File: src/rtl/gpt_pkg.sv
`timescale 1ns/1ps
package gpt_pkg;

    typedef enum logic [1:0] {
        SRC_OFF  = 2'b00,
        SRC_SYS  = 2'b01,
        SRC_SLOW = 2'b10,
        SRC_PIN  = 2'b11
    } clk_src_e;

    typedef enum logic [1:0] {
        CAP_OFF  = 2'b00,
        CAP_RISE = 2'b01,
        CAP_FALL = 2'b10,
        CAP_BOTH = 2'b11
    } cap_edge_e;

    typedef enum logic [1:0] {
        OUT_HIGH  = 2'b00,
        OUT_LOW   = 2'b01,
        OUT_PULSE = 2'b10
    } out_state_e;

    typedef struct packed {
        logic [7:0] prescale;
        cap_edge_e  cap_sel;
        logic       toggle;
        logic       ref_irq_en;
        logic       restart;
        clk_src_e   src;
        logic       run;
    } mode_t;

    localparam logic [2:0] A_MODE  = 3'd0;
    localparam logic [2:0] A_REF   = 3'd1;
    localparam logic [2:0] A_COUNT = 3'd2;
    localparam logic [2:0] A_CAPT  = 3'd3;
    localparam logic [2:0] A_EVENT = 3'd4;

endpackage

File: src/rtl/gpt_tick_gen.sv
`timescale 1ns/1ps
module gpt_tick_gen
    import gpt_pkg::*;
#(
    parameter int SLOW_DIV = 16,
    parameter int PS_W     = 8
) (
    input  logic            clk,
    input  logic            rst_n,
    input  logic            run,
    input  clk_src_e        src,
    input  logic [PS_W-1:0] prescale,
    input  logic            pin_rise,
    output logic            cnt_tick
);
    localparam int DIV_W = (SLOW_DIV > 2) ? $clog2(SLOW_DIV) : 1;
    localparam logic [DIV_W-1:0] DIV_LAST = DIV_W'(SLOW_DIV - 1);

    logic [DIV_W-1:0] div_q;
    logic [PS_W-1:0]  ps_q;
    logic             src_tick;
    logic             ps_done;

    always_comb begin
        unique case (src)
            SRC_OFF:  src_tick = 1'b0;
            SRC_SYS:  src_tick = 1'b1;
            SRC_SLOW: src_tick = (div_q == DIV_LAST);
            SRC_PIN:  src_tick = pin_rise;
            default:  src_tick = 1'b0;
        endcase
    end

    assign ps_done  = (ps_q >= prescale);
    assign cnt_tick = run && src_tick && ps_done;

    always_ff @(posedge clk) begin
        if (!rst_n || !run) begin
            div_q <= '0;
            ps_q  <= '0;
        end else begin
            div_q <= (div_q == DIV_LAST) ? '0 : div_q + 1'b1;
            if (src_tick) begin
                ps_q <= ps_done ? '0 : ps_q + 1'b1;
            end
        end
    end

    // after a counter tick the prescaler starts a fresh period
    p_prescale_restart_r3: assert property (@(posedge clk) disable iff (!rst_n)
        cnt_tick |=> (ps_q == '0));

    // the divided source never ticks on two consecutive clocks
    p_slow_spacing_r4: assert property (@(posedge clk) disable iff (!rst_n)
        (cnt_tick && src == SRC_SLOW && $stable(src)) |=> !(cnt_tick && src == SRC_SLOW));

endmodule

File: src/rtl/gpt_counter.sv
`timescale 1ns/1ps
module gpt_counter #(
    parameter int CNT_W = 16
) (
    input  logic             clk,
    input  logic             rst_n,
    input  logic             run,
    input  logic             tick,
    input  logic             restart,
    input  logic [CNT_W-1:0] ref_val,
    input  logic             load,
    input  logic [CNT_W-1:0] load_val,
    output logic [CNT_W-1:0] cnt,
    output logic             ref_hit
);
    logic [CNT_W-1:0] cnt_q;
    logic [CNT_W-1:0] nxt;

    always_comb begin
        if (restart && cnt_q == ref_val) begin
            nxt = '0;
        end else begin
            nxt = cnt_q + 1'b1;
        end
    end

    assign ref_hit = run && tick && !load && (nxt == ref_val);
    assign cnt     = cnt_q;

    always_ff @(posedge clk) begin
        if (!rst_n || !run) begin
            cnt_q <= '0;
        end else if (load) begin
            cnt_q <= load_val;
        end else if (tick) begin
            cnt_q <= nxt;
        end
    end

    // a stopped timer holds the count at zero
    p_off_cleared_r2: assert property (@(posedge clk) disable iff (!rst_n)
        !run |=> (cnt_q == '0));

    // in restart mode a tick at the reference returns the count to zero
    p_restart_zero_r7: assert property (@(posedge clk) disable iff (!rst_n)
        (run && tick && !load && restart && cnt_q == ref_val) |=> (cnt_q == '0));

    // outside a restart, a tick adds exactly one, wrapping at the top
    p_step_one_r8: assert property (@(posedge clk) disable iff (!rst_n)
        (run && tick && !load && !restart) |=> (cnt_q == $past(cnt_q) + 1'b1));

endmodule

File: src/rtl/gpt_outpin.sv
`timescale 1ns/1ps
module gpt_outpin
    import gpt_pkg::*;
(
    input  logic clk,
    input  logic rst_n,
    input  logic run,
    input  logic toggle_mode,
    input  logic hit,
    input  logic tick,
    output logic tout
);
    out_state_e state_q;
    out_state_e state_d;

    always_ff @(posedge clk) begin
        if (!rst_n) begin
            state_q <= OUT_HIGH;
        end else begin
            state_q <= state_d;
        end
    end

    always_comb begin
        state_d = state_q;
        if (!run) begin
            state_d = OUT_HIGH;
        end else begin
            unique case (state_q)
                OUT_HIGH: begin
                    if (hit) begin
                        state_d = toggle_mode ? OUT_LOW : OUT_PULSE;
                    end
                end
                OUT_LOW: begin
                    if (hit || !toggle_mode) begin
                        state_d = OUT_HIGH;
                    end
                end
                OUT_PULSE: begin
                    if (tick && !hit) begin
                        state_d = OUT_HIGH;
                    end
                end
                default: state_d = OUT_HIGH;
            endcase
        end
    end

    always_comb begin
        tout = (state_q != OUT_LOW) && (state_q != OUT_PULSE);
    end

    // in toggle mode every hit inverts the pin
    p_toggle_flip_r12: assert property (@(posedge clk) disable iff (!rst_n)
        (run && toggle_mode && hit && state_q != OUT_PULSE) |=> (tout != $past(tout)));

    // a pulse ends on the first tick without a hit
    p_pulse_ends_r12: assert property (@(posedge clk) disable iff (!rst_n)
        (state_q == OUT_PULSE && tick && !hit) |=> tout);

endmodule

File: src/rtl/gpt_timer.sv
`timescale 1ns/1ps
module gpt_timer
    import gpt_pkg::*;
#(
    parameter int CNT_W    = 16,
    parameter int SLOW_DIV = 16
) (
    input  logic             clk,
    input  logic             rst_n,
    input  logic [2:0]       reg_addr,
    input  logic             reg_wr,
    input  logic [CNT_W-1:0] reg_wdata,
    output logic [CNT_W-1:0] reg_rdata,
    input  logic             cap_pin,
    input  logic             ext_clk_pin,
    output logic             tout,
    output logic             irq
);
    localparam int PS_W = 8;
    localparam int EV_W = 2;

    mode_t            mode_q;
    logic [CNT_W-1:0] ref_q;
    logic [CNT_W-1:0] capt_q;
    logic [EV_W-1:0]  ev_q;
    logic [EV_W-1:0]  ev_d;

    logic cap_s, cap_prev, ext_s, ext_prev;
    logic cap_rise, cap_fall, ext_rise;
    logic cap_fire;
    logic cnt_tick, ref_hit;
    logic [CNT_W-1:0] cnt;

    logic wr_mode, wr_ref, wr_count, wr_event;
    assign wr_mode  = reg_wr && (reg_addr == A_MODE);
    assign wr_ref   = reg_wr && (reg_addr == A_REF);
    assign wr_count = reg_wr && (reg_addr == A_COUNT);
    assign wr_event = reg_wr && (reg_addr == A_EVENT);

    // single sampling stage plus previous value for edge detection
    always_ff @(posedge clk) begin
        if (!rst_n) begin
            cap_s    <= 1'b0;
            cap_prev <= 1'b0;
            ext_s    <= 1'b0;
            ext_prev <= 1'b0;
        end else begin
            cap_s    <= cap_pin;
            cap_prev <= cap_s;
            ext_s    <= ext_clk_pin;
            ext_prev <= ext_s;
        end
    end

    assign cap_rise = cap_s && !cap_prev;
    assign cap_fall = !cap_s && cap_prev;
    assign ext_rise = ext_s && !ext_prev;

    always_comb begin
        unique case (mode_q.cap_sel)
            CAP_OFF:  cap_fire = 1'b0;
            CAP_RISE: cap_fire = cap_rise;
            CAP_FALL: cap_fire = cap_fall;
            CAP_BOTH: cap_fire = cap_rise || cap_fall;
            default:  cap_fire = 1'b0;
        endcase
        cap_fire = cap_fire && mode_q.run;
    end

    gpt_tick_gen #(
        .SLOW_DIV (SLOW_DIV),
        .PS_W     (PS_W)
    ) u_tick (
        .clk      (clk),
        .rst_n    (rst_n),
        .run      (mode_q.run),
        .src      (mode_q.src),
        .prescale (mode_q.prescale),
        .pin_rise (ext_rise),
        .cnt_tick (cnt_tick)
    );

    gpt_counter #(
        .CNT_W (CNT_W)
    ) u_count (
        .clk      (clk),
        .rst_n    (rst_n),
        .run      (mode_q.run),
        .tick     (cnt_tick),
        .restart  (mode_q.restart),
        .ref_val  (ref_q),
        .load     (wr_count),
        .load_val (reg_wdata),
        .cnt      (cnt),
        .ref_hit  (ref_hit)
    );

    gpt_outpin u_out (
        .clk         (clk),
        .rst_n       (rst_n),
        .run         (mode_q.run),
        .toggle_mode (mode_q.toggle),
        .hit         (ref_hit),
        .tick        (cnt_tick),
        .tout        (tout)
    );

    // event bits: write-one-to-clear, a new event in the same cycle wins
    always_comb begin
        ev_d = ev_q;
        if (wr_event) begin
            ev_d = ev_d & ~reg_wdata[EV_W-1:0];
        end
        if (ref_hit) begin
            ev_d[1] = 1'b1;
        end
        if (cap_fire) begin
            ev_d[0] = 1'b1;
        end
    end

    always_ff @(posedge clk) begin
        if (!rst_n) begin
            mode_q <= '0;
            ref_q  <= '1;
            capt_q <= '0;
            ev_q   <= '0;
        end else begin
            if (wr_mode) begin
                mode_q <= mode_t'(reg_wdata[15:0]);
            end
            if (wr_ref) begin
                ref_q <= reg_wdata;
            end
            if (cap_fire) begin
                capt_q <= cnt;
            end
            ev_q <= ev_d;
        end
    end

    assign irq = (ev_q[1] && mode_q.ref_irq_en) ||
                 (ev_q[0] && (mode_q.cap_sel != CAP_OFF));

    always_comb begin
        unique case (reg_addr)
            A_MODE:  reg_rdata = CNT_W'(mode_q);
            A_REF:   reg_rdata = ref_q;
            A_COUNT: reg_rdata = cnt;
            A_CAPT:  reg_rdata = capt_q;
            A_EVENT: reg_rdata = CNT_W'(ev_q);
            default: reg_rdata = '0;
        endcase
    end

    // no event is raised while the timer is stopped
    p_no_event_off_r2: assert property (@(posedge clk) disable iff (!rst_n)
        !mode_q.run |=> !($rose(ev_q[1]) || $rose(ev_q[0])));

    // a selected capture edge leaves event bit 0 set
    p_capture_sets_r9: assert property (@(posedge clk) disable iff (!rst_n)
        cap_fire |=> ev_q[0]);

    // writing one to bit 1 clears it unless a hit arrives together
    p_clear_bit1_r10: assert property (@(posedge clk) disable iff (!rst_n)
        (wr_event && reg_wdata[1] && !ref_hit) |=> !ev_q[1]);

    // a reference hit is recorded on the following cycle
    p_hit_recorded_r6: assert property (@(posedge clk) disable iff (!rst_n)
        ref_hit |=> ev_q[1]);

endmodule

File: config.mk
export PLATFORM = sky130hd
export DESIGN_NAME = gpt_timer
export DESIGN_NICKNAME = d
export VERILOG_FILES = /design/src/rtl/gpt_pkg.sv /design/src/rtl/gpt_tick_gen.sv /design/src/rtl/gpt_counter.sv /design/src/rtl/gpt_outpin.sv /design/src/rtl/gpt_timer.sv
export SDC_FILE = /design/constraint.sdc
export NUM_CORES = 1
export LEC_CHECK = 0
export ABC_AREA = 1
export ABC_CLOCK_PERIOD_IN_PS = 2800
export BUFFER_PORTS_ARGS = -buffer_cell sky130_fd_sc_hd__buf_2
export CORE_MARGIN = 2
export CORE_UTILIZATION = 51
export DETAILED_ROUTE_END_ITERATION = 6
export PLACE_DENSITY = 0.73
export SETUP_SLACK_MARGIN = 0.2
export SLEW_MARGIN = 30
export SYNTH_ARGS = -nofsm -noshare
export SYNTH_HDL_FRONTEND = slang
export SYNTH_SLANG_ARGS = --single-unit
File: constraint.sdc
create_clock -name clk -period 2.8 [get_ports clk]
set_input_delay 0.42 -clock clk [delete_from_list [all_inputs] [get_ports clk]]
set_output_delay 0.42 -clock clk [all_outputs]
set_load 0.02 [all_outputs]
Word-level counts from Yosys, hierarchy flattened. Index checks and enable logic that the tools add are counted.

Add/sub/neg operators: 3. $mul: 0. Divide/modulo/power cells: 0. $lt $le $gt $ge: 1. Equality and inequality tests: 20. Shift operators: 0. Mux-type cells: 15. Bitwise logic cells: 2. Reduce and logical (&&, ||, !) cells: 41.

Operator list (count): $pmux W16 S5 (1); $mux W16 (3); $eq A16 B16 Y1 (2); $logic_and A1 B1 Y1 (18); $add A16 B1 Y16 const B (1); $eq A2 B2 Y1 const B (5); $mux W2 (5); $add A8 B1 Y8 const B (1); $ge A8 B8 Y1 (1); $logic_not A1 Y1 (8); $mux W8 (1); $ne A2 B1 Y1 const B (4); $pmux W1 S4 (2); $reduce_bool A2 Y1 (4); $eq A2 B1 Y1 const B (3); $eq A3 B2 Y1 const B (2); $logic_not A2 Y1 (3); $pmux W2 S3 (1); $add A4 B1 Y4 const B (1); $eq A4 B4 Y1 const B (1); $logic_or A1 B1 Y1 (4); $eq A3 B1 Y1 const B (1); $eq A3 B3 Y1 const B (1); $logic_not A3 Y1 (1); 7 further kinds (8).

Register bits: 84. Latch bits: 0. RAM bits: 0. ROM bits: 0. Bits of input ports: 24. Output and inout bits: 18. Word-level logic and storage cells: 101. Memories kept: 0.

Depth between registers and ports, before layout. Gate-level depths: netlist of the first run.

Depth after elaboration: 12. Gate-level depth with buffers: 21. Mapped depth without buffers: 21.

By module. A second synthesis of the first run with hierarchy kept.

Cell total of the unflattened synthesis: 859. Area, all modules: 5407.7 um2.

Modules (own cells, without submodules): gpt_timer (times used 1, cells each 394, area each 2730.1 um2, seq. area each 1081.0 um2); gpt_counter (times used 1, cells each 319, area each 1702.9 um2, seq. area each 320.3 um2); gpt_tick_gen (times used 1, cells each 119, area each 804.5 um2, seq. area each 240.2 um2); gpt_outpin (times used 1, cells each 27, area each 170.2 um2, seq. area each 40.0 um2).

Worst setup path after synthesis of the first run. No wires, ideal clock.

Path type: register to register. Start point: register mode_q[15] (netlist bit). End point: register u_out.state_q[1]. Setup time: 114 ps. Data arrival time: 1946 ps. Required time: 2686 ps. Path slack: 740 ps. Cell stages (with the launch flop): 14. Buffers on the path: 0. Period minus slack after synthesis: 2060 ps. Cell sequence: dfxtp_1 -> inv_1 -> ha_1 -> nand2_1 -> o41ai_1 -> nand3_1 -> nor2_2 -> nand3_2 -> nand2_1 -> nand2_2 -> nand2_1 -> nand2_1 -> nand2_1 -> nor2_2.

Longest elaborated chain between the ends: 9.

RTL lines: start: declaration (line gpt_timer.sv:22) `mode_t mode_q;`; start signal: assignment (line gpt_timer.sv:130) `mode_q <= mode_t'(reg_wdata[15:0]);`; $ge A8 B8 Y1 * (line gpt_tick_gen.sv:34) `assign ps_done = (ps_q >= prescale);`; $logic_and A1 B1 Y1 * (line gpt_tick_gen.sv:35) `assign cnt_tick = run && src_tick && ps_done;`; $logic_and A1 B1 Y1 (3 in a row) (line gpt_counter.sv:27) `assign ref_hit = run && tick && !load && (nxt == ref_val);`; $logic_not A1 Y1 (line gpt_outpin.sv:41) `if (tick && !hit) begin`; $logic_and A1 B1 Y1 (line gpt_outpin.sv:41); $ne A2 B1 Y1 (no source line); $reduce_and A3 Y1 (no source line) *; end signal: assignment (line gpt_outpin.sv:20) `state_q <= state_d;`; end: declaration (line gpt_outpin.sv:13) `out_state_e state_q;`.

Mark *: on every way between the ends. The rest lies on a longest branch, timed or not. A chain may end at the register's enable or synchronous reset.

Final worst setup path of the first run.
Start point: register u_count.cnt_q[8], in the netlist u_count.cnt[8]. End point: register u_out.state_q[0].

Longest elaborated chain between the ends: 9.

RTL lines: start: declaration (line gpt_counter.sv:16) `logic [CNT_W-1:0] cnt_q;`; start signal: assignment (line gpt_counter.sv:34) `cnt_q <= load_val;`; start signal: assignment (line gpt_counter.sv:36) `cnt_q <= nxt;`; branches (longest 2 deep; another with $add A16 B1 Y16); $mux W16 * (line gpt_counter.sv:20) `if (restart && cnt_q == ref_val) begin`; $eq A16 B16 Y1 * (line gpt_counter.sv:27); $logic_and A1 B1 Y1 * (line gpt_counter.sv:27); $logic_not A1 Y1 (line gpt_outpin.sv:41); $logic_and A1 B1 Y1 (line gpt_outpin.sv:41); $ne A2 B1 Y1 (no source line); $reduce_and A3 Y1 (no source line) *.

Every way passes the cells marked *.

==> results of run 1 <==
==> final timing paths <==
path / start / to
setup / recovery: u_count.cnt[8]$_SDFFE_PN0P_ / u_out.state_q[0]$_SDFFE_PN0P_
hold / removal: ext_clk_pin / ext_s$_SDFF_PN0_
setup reg to reg: u_count.cnt[8]$_SDFFE_PN0P_ / u_out.state_q[0]$_SDFFE_PN0P_
hold reg to reg: ext_s$_SDFF_PN0_ / ext_prev$_SDFF_PN0_
==> where the power goes <==
| group | internal, mW | leakage, nW | switching (mW) |
|---|---|---|---|
| combinational | 0.0671 | 1.65 | 0.141 |
| sequential | 1.21 | 0.685 | 0.0166 |
| clock | 0.352 | 0.0853 | 0.498 |
| total | 1.63 | 2.42 | 0.655 |
==> state kept, by name (all words and copies together), names as in the netlist <==
register       flops
u_tick.div_q       4
capt_q            16
ext_prev           1
ev_q               2
u_out.state_q      2
ext_s              1
cap_prev           1
mode_q            16
u_count.cnt       16
ref_q             16
u_tick.ps_q        8
cap_s              1
==> final cells by class <==
cell class / instances / share of cell area
multi-input combinational: 547 / 0.498
sequential: 84 / 0.306
timing repair buffer: 65 / 0.0713
inverter: 93 / 0.0626
tap: 129 / 0.0289
clock buffer: 10 / 0.0247
clock inverter: 6 / 0.00807
==> cells by family (layout without fill, tap and decap cells) <==
| logic type | Yosys count | after routing | synth area share |
|---|---|---|---|
| flip-flops | 84 | 84 | 0.343 |
| AO/OA/AOI/OAI | 142 | 142 | 0.173 |
| adder cells (fa/ha/maj) | 16 | 16 | 0.0408 |
| buffers and inverters | 124 | 174 | 0.0994 |
| AND/OR/NAND/NOR | 371 | 371 | 0.312 |
| multiplexers | 1 | 1 | 0.00204 |
| XOR/XNOR | 17 | 17 | 0.0303 |
==> per-stage QoR <==
stage / worst slack, ns / instances / power [mW] / hold slack [ns]
floorplan: 0.740 / 755 / 1.37 / 0.407
global placement: 0.351 / 915 / 1.46 / 0.415
detailed placement: 0.333 / 915 / 1.46 / 0.444
CTS: 0.295 / 931 / 2.29 / 0.228
global route: 0.197 / 934 / 2.38 / 0.230
finish: 0.391 / 934 / 2.29 / 0.232
==> synth_stat cells, types with 5 or more instances <==
library cell,instances,area [um2]
nand2_1,234,878
inv_1,86,323
dfxtp_1,84,1680
nor2_1,68,255
o21ai_0,47,235
a21oi_1,43,215
nand3_1,43,215
clkbuf_1,23,86.3
ha_1,16,200
o211ai_1,15,113
a31oi_1,14,87.6
o2111ai_1,13,114
xor2_1,13,114
inv_2,7,26.3
nand4_1,6,37.5
buf_2,5,25.0
nor2_2,5,31.3
==> routing by layer <==
| metal | up-vias | global-route usage |
|---|---|---|
| li1 | 2551 | - |
| met4 | 0 | 0.106 |
| met2 | 214 | 0.497 |
| met3 | 25 | 0.0506 |
| met5 | - | 0 |
| met1 | 2445 | 0.461 |
==> cells in the final DEF, fill, tap and decap left out, types with 2 or more instances in the layout <==
master	instances
nor2_1	65
nand4_1	6
nand2_2	3
ha_1	16
inv_1	85
nand2_1	234
inv_6	2
nor2_4	3
nor3b_1	2
buf_2	41
a31oi_1	14
o2111ai_1	13
nand3b_1	2
dfxtp_1	66
nand3_1	43
a221oi_1	3
buf_4	23
clkbuf_8	10
o21ai_0	47
nor2_2	6
xnor2_2	2
dfxtp_2	16
clkinvlp_4	3
inv_2	8
o211ai_1	15
a21oi_1	43
xor2_1	12
o22ai_1	3
dfxtp_4	2
nor3_1	3
xnor2_1	2
==> worst reg2reg max path, delay by kind of cell, from the launching register on <==
kind	cells	cell delay, ns
xor gates and xnor gates	1	0.27
and+or+nand+nor	15	1.51
DFF	1	0.40
buffers and inverters	1	0.19
==> repair_timing <==
| item | in CTS | in global routing |
|---|---|---|
| endpoints found under the setup margin | 0 | 5 |
| setup buffers | 0 | 3 |
| resized for setup | 0 | 28 |
| hold buffers | 0 | 0 |
==> summary.md, run 1 <==
| Metric | Value |
|---|---|
| Max rail drop VDD | between 0.2 and 0.25 mV |
| Filler instances | 930 |
| Clock latency at the later pin of the worst-skew pair | about 0.37 ns |
| TritonRoute pass-1 iters | 6 |
| Post-Synthesis Cells | between 700 and 800 |
| Post-layout util | 0.601 |
| First-pass GRT wire length | ~26 mm |
| Final ANT Viol Nets | 0 |
| Hold/Removal Path Class | in -> reg |
| Vias | around 5200 |
| Post-detail-place hpwl | approximately 12 mm |
| Yosys reg bits | 84 |
| Top_reg_cell synth | dfxtp_1 |
| Post-synthesis cell area | between 0.004 and 0.005 mm2 |
| Power per cell area | about 400 mW/mm2 |
| Clk root buf | clkbuf_8 |
| F_max | around 420 MHz |
| Met1 Routed Length | ~7.4 mm |
| Vias in the first global route | between 4000 and 5000 |
| Leak pwr | 2.42 nW |
| Crit path cell chain | buf_4 -> nand2_1 -> nor2_2 -> nand3_1 -> xor2_1 -> nand2_1 -> nand2_1 -> nand2_1 -> nor2_1 -> nand2_1 -> nor2_2 -> nand3_2 -> nand2_1 -> nand2_2 -> nand3_1 -> nand2_1 -> nor2_1 |
| Worst setup path class | reg -> reg |
| CTS H-Tree Depth | 3 |
| Reg2Reg Depth | 17 |
| Met2 routed wirelength | 7.15 mm |
| DRT iter0 DRCs | roughly 450 |
| Syn-to-layout area delta | 13.7% |
| Most frequent CP cell | nand2_1 |
| Tmin final | between 2 and 2.5 ns |
| Net Count, Synth | between 700 and 800 |
| Critical path capture point type | register |
| Area of the multi-input gates | between 0.002 and 0.003 mm2 |
| Overall Global Routing Usage | 0.322 |
| Setup tns final | 0 ns |
| Longest Clk Path Bufs | 2 |
| Met3 wire len | roughly 1.2 mm |
| Sink Count | 84 |
| GR Overflow Total | 0 |
| Nets@finish | 840 |
| Syn Area/Cell | around 6.5 um2 |
| Vias/cell | 5.60 |
| DRC errors left | 0 |
| CTS clock-pin slew for the worst setup and hold paths | about 0.10 ns |
| R2R Setup Slk | 0.39 ns |
| Slew @ Worst Pin | about 0.66 ns |
| RSZ-0062 raised after global routing | yes |
| TritonCTS buffer count | 9 |
| Final instance area | 0.00558 mm2 |
| Starting Density | 0.529 |
| Ant. Diodes | 0 |
| Yosys warning count | 0 |
| Largest delay share family, worst path | simple AND/OR/NAND/NOR gates |
| Layout cells sized above 1 | 0.157 |
| Sequential area share after synthesis | 0.343 |
| Hold Path Depth | 3 |
| Seq. cell area | approximately 0.0017 mm2 |
| Die Span X | between 100 and 150 um |
| Crit path max fanout | 7 |
| Final worst-path cycle share | 0.860 |
| Endpoints failing hold | 0 |
| Slowest cell on the critical path | dfxtp_1 |
| Instance count on the critical path | 17 |
| Wirelength, routed | 16.0 mm |
| Die ar. | ~0.010 mm2 |
| Run status | finished clean |
| Post-synth EDFFs | 0 |
| Req. time, crit path | 3.11 ns |
| Worst Clk Skew | approximately 0.017 ns |
| Initial antenna violation count | 1 |
| Highest metal used | met4 |
| Buf/Inv on CP | 1 |
| DP Area | around 0.0053 mm2 |
| Yosys cell types | 36 |
| Buffers on Ports | 41 |
| Core footprint | slightly above 0.009 mm2 |
| Async S/R FF share, synth | 0 |
| Crit path arrival time | ~2.7 ns |
| Max-Cap Viols | 0 |
| Max_slew headroom | 0.561 |
| Die H | between 100 and 150 um |
| Final Slew Violations | 0 |
| Final setup vio count | 0 |
| Global placement routability congestion | about 1 |
| Largest net degree at the start of global routing | 52 |
| CTS tree | yes |
| Setup crit start kind | register |
| IO Pins | between 40 and 50 |
| Critical path's largest stage delay | 0.40 ns |
| Routed WL per cell | between 15 and 20 um |
| Row count | 35 |
(Power assumes the default switching activity.)
==> inputs of run 2 (changes only) <==
==> constraint.sdc (replaced) <==
create_clock -name clk -period 2.8 [get_ports clk]
set_input_delay 0.56 -clock clk [delete_from_list [all_inputs] [get_ports clk]]
set_output_delay 0.56 -clock clk [all_outputs]
set_load 0.02 [all_outputs]
==> run 2 against run 1 <==
Core utilization rose by 0.54 points. Via count fell by 0.40%. Power rose by 10%. Combinational power rose by 2%. Non-clock buffer count rose by 1. First-iteration DRC count fell by 7.8%. Sequential power barely moved. Clock power rose by 26%.
==> summary.md, run 2 (synthesis gave the netlist of run 1 again) <==
| Metric | Value |
|---|---|
| Worst Clk Skew | 0.0137 ns (-0.00296 ns) |
| Clock latency at the later pin of the worst-skew pair | 0.37 ns (about the same) |
| Most frequent cells in the layout | nand2_1, inv_1, dfxtp_1, nor2_1, o21ai_0 |
| Global placement routability congestion | 1.05 (+7.1%) |
| Tmin final | 2.46 ns (+0.0492 ns) |
| Nets@finish | 841 (+0.12%) |
| Most frequent CP cell | nand2_1 |
| Largest net degree at the start of global routing | 52 (unchanged) |
| Clk root buf | clkbuf_8 |
| Seq. cell area | 0.00171 mm2 (-0.15%) |
| Wirelength, routed | 15.2 mm (-4.5%) |
| First-pass GRT wire length | 24.6 mm (-4.9%) |
| Crit path arrival time | 2.73 ns (about the same) |
| Run status | finished clean |
| Die H | 102 um (unchanged) |
| Ant. Diodes | 0 (unchanged) |
| Post-layout util | 0.606 (+0.00539) |
| DRT iter0 DRCs | 413 (-7.8%) |
| Critical path capture point type | register |
| Final Slew Violations | 0 (unchanged) |
| Crit path cell chain | inv_1 -> nor2_1 -> inv_1 -> nand4_1 -> nor2_2 -> nand3_4 -> buf_4 -> nand2_1 -> nand2_1 -> nand2_1 -> nor2_2 -> nand2_1 -> nor2_2 -> nand3_2 -> nand2_1 -> nand2_2 -> nand2_1 -> nand2_1 -> nand2_1 -> nor2_2 |
| Layout cells sized above 1 | 0.157 (unchanged) |
| Power per cell area | 446 mW/mm2 (+9.0%) |
| Buffers on Ports | 41 (unchanged) |
| Final ANT Viol Nets | 0 (unchanged) |
| Core footprint | 0.00928 mm2 (unchanged) |
| CTS clock-pin slew for the worst setup and hold paths | 0.10 ns (about the same) |
| RSZ-0062 raised after global routing | yes |
| Final worst-path cycle share | 0.878 (+0.0176) |
| Vias in the first global route | 4793 (-3.2%) |
| Req. time, crit path | 3.08 ns (-0.03 ns) |
| DRC errors left | 0 (unchanged) |
| CTS H-Tree Depth | 3 (unchanged) |
| Vias | 5214 (-0.40%) |
| Final instance area | 0.00563 mm2 (+0.90%) |
| F_max | 407 MHz (-2.0%) |
| Slew @ Worst Pin | 0.546 ns (-0.111 ns) |
| Endpoints failing hold | 0 (unchanged) |
| Max rail drop VDD | 0.254 mV (+22%) |
| Final setup vio count | 0 (unchanged) |
| IO Pins | 42 (unchanged) |
| TritonRoute pass-1 iters | 5 (-1) |
| Sink Count | 84 (unchanged) |
| TritonCTS buffer count | 9 (unchanged) |
| Leak pwr | 2.42 nW (about the same) |
| Die Span X | 102 um (unchanged) |
| Row count | 35 (unchanged) |
| Max_slew headroom | 0.632 (+0.0709) |
| Critical path's largest stage delay | 0.43 ns (+0.03 ns) |
| Max-Cap Viols | 0 (unchanged) |
| Setup crit start kind | register |
| Worst setup path class | reg -> reg |
| Longest Clk Path Bufs | 2 (unchanged) |
| Vias/cell | 5.58 (-0.40%) |
| GR Overflow Total | 0 (unchanged) |
| Syn-to-layout area delta | 14.7% |
| Starting Density | 0.529 (unchanged) |
| Overall Global Routing Usage | 0.306 (-0.0160) |
| Die ar. | 0.0104 mm2 (unchanged) |
| Non-filler instance count after layout | 934 (unchanged) |
| Routed WL per cell | 16.3 um (-4.5%) |
| Slowest cell on the critical path | dfxtp_1 |
| DP Area | 0.00531 mm2 (unchanged) |
| Area of the multi-input gates | 0.00276 mm2 (-0.72%) |
| Post-detail-place hpwl | 11.4 mm (-4.8%) |
| Setup tns final | 0 ns (unchanged) |
| CTS tree | yes |
| Filler instances | 898 (-3.4%) |
| Final Worst Setup Slack | 0.342 ns (-0.0492 ns) |
| Pre-CTS setup slack | 0.268 ns (-0.0648 ns) |
| Hold/Removal Path Class | in -> reg |
| Most common cell after layout, fill and taps aside | nand2_1 |
| Post-Place Cells | 915 (unchanged) |
| Crit path max fanout | 19 (+12) |
| Initial antenna violation count | 0 (-1) |
## run 2: cell types whose count changed in the layout (fill, tap and decap cells not counted), sizes merged
cell,change
buf,+1
clkinv,+1
clkbuf,-1
bufinv,+3
inv,-4
## run 2: metal layers
layer,track usage,vias up,share of wire,wire length [um]
met5,0,-,0,0
met4,0.119,0,0.029,440
met3,0.0588,42,0.094,1440
met2,0.470,259,0.43,6620
met1,0.427,2367,0.44,6740
li1,-,2546,-,-
## run 2: what timing repair did
item | in CTS | in global routing
endpoints found under the hold margin | 0 | 0
setup buffers | 0 | 4
setup endpoints to repair | 0 | 13
hold buffers | 0 | 0
resized for setup | 0 | 26
## run 2: critical path: cells and delay by family (launching register included)
family,cells,cell delay (ns)
AND/OR/NAND/NOR,17,1.49
flip-flops,1,0.43
buffers and inverters,3,0.44
## run 2: through the flow
step                hold WS (ns)  power, mW
floorplan                  0.407       1.37
global placement           0.414       1.46
detailed placement         0.424       1.46
CTS                        0.376       2.50
global route               0.388       2.59
finish                     0.382       2.51
## run 2: final cells by class
| cell class | instances | share of cell area |
|---|---|---|
| Clock inverter | 6 | 0.0200 |
| Multi-Input combinational cell | 547 | 0.490 |
| Tap cell | 129 | 0.0287 |
| Clock buffer | 9 | 0.0220 |
| Sequential cell | 84 | 0.303 |
| Inverter | 93 | 0.0640 |
| Timing Repair Buffer | 66 | 0.0720 |
## run 2: power breakdown
| part | internal, mW | switching, mW | total [mW] |
|---|---|---|---|
| combinational | 0.0705 | 0.143 | 0.213 |
| clock | 0.591 | 0.480 | 1.07 |
| sequential | 1.21 | 0.0164 | 1.23 |
| total | 1.87 | 0.639 | 2.51 |
## run 2: path summary, 6_finish.rpt
kind | endpoint | cells after the start | slack (ns) | from
worst min-delay path | cap_s$_SDFF_PN0_ | 3 | 0.38 | cap_pin
worst min register to register | ext_prev$_SDFF_PN0_ | 2 | 0.44 | ext_s$_SDFF_PN0_
worst max register to register | u_out.state_q[1]$_SDFFE_PN0P_ | 20 | 0.34 | ref_q[2]$_SDFFE_PN1P_
worst max-delay path | u_out.state_q[1]$_SDFFE_PN0P_ | 20 | 0.34 | ref_q[2]$_SDFFE_PN1P_
==> inputs of run 3 (changes only) <==
PLACE_DENSITY = not set   (was 0.73)
PLACE_DENSITY_LB_ADDON = 0.05   (was not set)
==> run 3 against run 2 <==
Final cell count rose by 0.21%. Clock-buffer cell count rose by 4. Clock skew fell by 0.0049 ns. Power fell by 7.9%. Register-to-register slack got worse by 0.03 ns. Sequential power barely moved. Non-clock buffer count rose by 2. First-iteration DRC count rose by 0.48%. Via count rose by 0.75%. Routed wire length rose by 3.6%. Maximum frequency fell by 1.4%. Highest routed layer unchanged.
==> summary.md, run 3 (synthesis gave the netlist of run 1 again) <==
| Metric | Value |
|---|---|
| Run status | finished clean |
| CTS H-Tree Depth | 3 (unchanged) |
| Slowest cell on the critical path | dfxtp_1 |
| Vias/cell | 5.61 (+0.53%) |
| Most frequent cells in the layout | nand2_1, inv_1, dfxtp_1, nor2_1, o21ai_0 |
| Vias | 5253 (+0.75%) |
| Nets@finish | 843 (+0.24%) |
| Worst setup path class | reg -> reg |
| Layout cells sized above 1 | 0.150 (-0.00658) |
| GR Overflow Total | 0 (unchanged) |
| Power per cell area | 413 mW/mm2 (-7.5%) |
| Longest Clk Path Bufs | 2 (unchanged) |
| Final ANT Viol Nets | 0 (unchanged) |
| First-pass GRT wire length | 25.3 mm (+3.0%) |
| RSZ-0062 raised after global routing | yes |
| Clk root buf | clkbuf_8 |
| DRC errors left | 0 (unchanged) |
| CTS tree | yes |
| Setup crit start kind | register |
| Final setup vio count | 0 (unchanged) |
| TritonCTS buffer count | 9 (unchanged) |
| TritonRoute pass-1 iters | 6 (+1) |
| Core footprint | 0.00928 mm2 (unchanged) |
| Syn-to-layout area delta | 14.1% |
| Crit path arrival time | 2.76 ns (+0.03 ns) |
| Req. time, crit path | 3.07 ns (about the same) |
| Hold/Removal Path Class | in -> reg |
| Starting Density | 0.529 (unchanged) |
| IO Pins | 42 (unchanged) |
| Initial antenna violation count | 0 (unchanged) |
| Largest delay share family, worst path | simple AND/OR/NAND/NOR gates |
| Worst Clk Skew | 0.00873 ns (-0.00493 ns) |
| DRT iter0 DRCs | 415 (+0.48%) |
| Final worst-path cycle share | 0.890 (+0.0121) |
| Endpoints failing hold | 0 (unchanged) |
| Most common cell after layout, fill and taps aside | nand2_1 |
| Setup tns final | 0 ns (unchanged) |
| Ant. Diodes | 0 (unchanged) |
| Routed WL per cell | 16.9 um (+3.4%) |
| Sink Count | 84 (unchanged) |
| Global placement routability congestion | 0.975 (-6.9%) |
| Overall Global Routing Usage | 0.316 (+0.0102) |
| Crit path max fanout | 19 (unchanged) |
| Buffers on Ports | 41 (unchanged) |
| Slew @ Worst Pin | 0.531 ns (-0.0148 ns) |
| Row count | 35 (unchanged) |
| Final Slew Violations | 0 (unchanged) |
| Critical path capture point type | register |
| Buf/Inv on CP | 1 (-2) |
| Die H | 102 um (unchanged) |
| Largest net degree at the start of global routing | 52 (unchanged) |
| F_max | 401 MHz (-1.4%) |
| Max rail drop VDD | 0.265 mV (+4.4%) |
| Critical path's largest stage delay | 0.36 ns (-0.07 ns) |
| Die ar. | 0.0104 mm2 (unchanged) |
| Max-Cap Viols | 0 (unchanged) |
| CTS clock-pin slew for the worst setup and hold paths | 0.08 ns (-0.02 ns) |
| Most frequent CP cell | nand2_1 |
| Wirelength, routed | 15.8 mm (+3.6%) |
| Max_slew headroom | 0.646 (+0.0137) |
| Tmin final | 2.49 ns (+0.0338 ns) |
| Crit path cell chain | xnor2_1 -> nand2_1 -> nor2_1 -> nand3_4 -> buf_4 -> nand3_1 -> nand2_1 -> nor2_1 -> nand2_1 -> nor2_2 -> nand3_2 -> nand2_1 -> nand2_2 -> nand2_1 -> nand2_1 -> nand2_1 -> nor2_2 |
| Post-detail-place hpwl | 11.9 mm (+4.0%) |
| Die Span X | 102 um (unchanged) |
| Vias in the first global route | 5038 (+5.1%) |
| Leak pwr | 2.41 nW (-0.53%) |
| Filler instances | 929 (+3.5%) |
| Clock latency at the later pin of the worst-skew pair | 0.37 ns (about the same) |
| Power Total | 2.31 mW (-7.9%) |
run 3: changes by cell type in the layout (fill, tap and decap cells not counted), moves of 2 or more:
cell       change
dfxtp_2        -6
dfxtp_1        +4
clkbuf_1       +3
bufinv_16      -2
dfxtp_4        +2
run 3: path summary, 6_finish.rpt:
| check | depth (start not counted) | slack (ns) | to | from |
|---|---|---|---|---|
| setup / recovery | 17 | 0.31 | u_out.state_q[1]$_SDFFE_PN0P_ | ref_q[12]$_SDFFE_PN1P_ |
| hold / removal | 3 | 0.37 | ext_s$_SDFF_PN0_ | ext_clk_pin |
| hold reg to reg | 2 | 0.43 | ext_prev$_SDFF_PN0_ | ext_s$_SDFF_PN0_ |
| setup reg to reg | 17 | 0.31 | u_out.state_q[1]$_SDFFE_PN0P_ | ref_q[12]$_SDFFE_PN1P_ |
run 3: power by group:
group	switching (mW)	internal, mW
sequential	0.0153	1.21
combinational	0.144	0.0727
clock	0.439	0.432
total	0.598	1.72
run 3: repair_timing:
| action | in CTS | in global routing |
|---|---|---|
| setup buffers | 0 | 5 |
| endpoints found under the setup margin | 0 | 12 |
| hold buffers | 0 | 0 |
| resized for setup | 0 | 24 |
run 3: cell type report:
class	instances	area [um2]	area share
multi-input cells	547	2760	0.492
flip-flops and latches	84	1710	0.305
repair buffers	68	433	0.0773
inverters	93	360	0.0643
well taps	129	161	0.0288
clock buffers	13	149	0.0266
clock inverters	2	35.0	0.00625
run 3: metal layers:
layer / up-vias / share of wire / global-route usage
li1: 2547 / - / -
met1: 2435 / 0.45 / 0.432
met2: 222 / 0.45 / 0.501
met3: 49 / 0.073 / 0.0561
met4: 0 / 0.033 / 0.121
met5: - / 0 / 0
run 3: worst reg2reg max path, stage by stage, from the launching register on:
cell	delay [ns]
dfxtp_1	0.36
xnor2_1	0.30
nand2_1	0.10
nor2_1	0.20
nand3_4	0.10
buf_4	0.21
nand3_1	0.11
nand2_1	0.05
nor2_1	0.17
nand2_1	0.09
nor2_2	0.16
nand3_2	0.16
nand2_1	0.11
nand2_2	0.06
nand2_1	0.08
nand2_1	0.05
nand2_1	0.07
nor2_2	0.03
run 3: per-stage QoR:
step | hold WS [ns] | instance area [um2] | setup slack, ns | std cells | util
after floorplan | 0.407 | 4910 | 0.735 | 755 | -
after global placement | 0.420 | 5330 | 0.212 | 916 | 0.574
after detailed placement | 0.423 | 5330 | 0.261 | 916 | 0.574
after CTS | 0.369 | 5510 | 0.244 | 931 | 0.594
after global routing | 0.373 | 5600 | 0.135 | 936 | 0.604
final | 0.373 | 5600 | 0.308 | 936 | 0.604
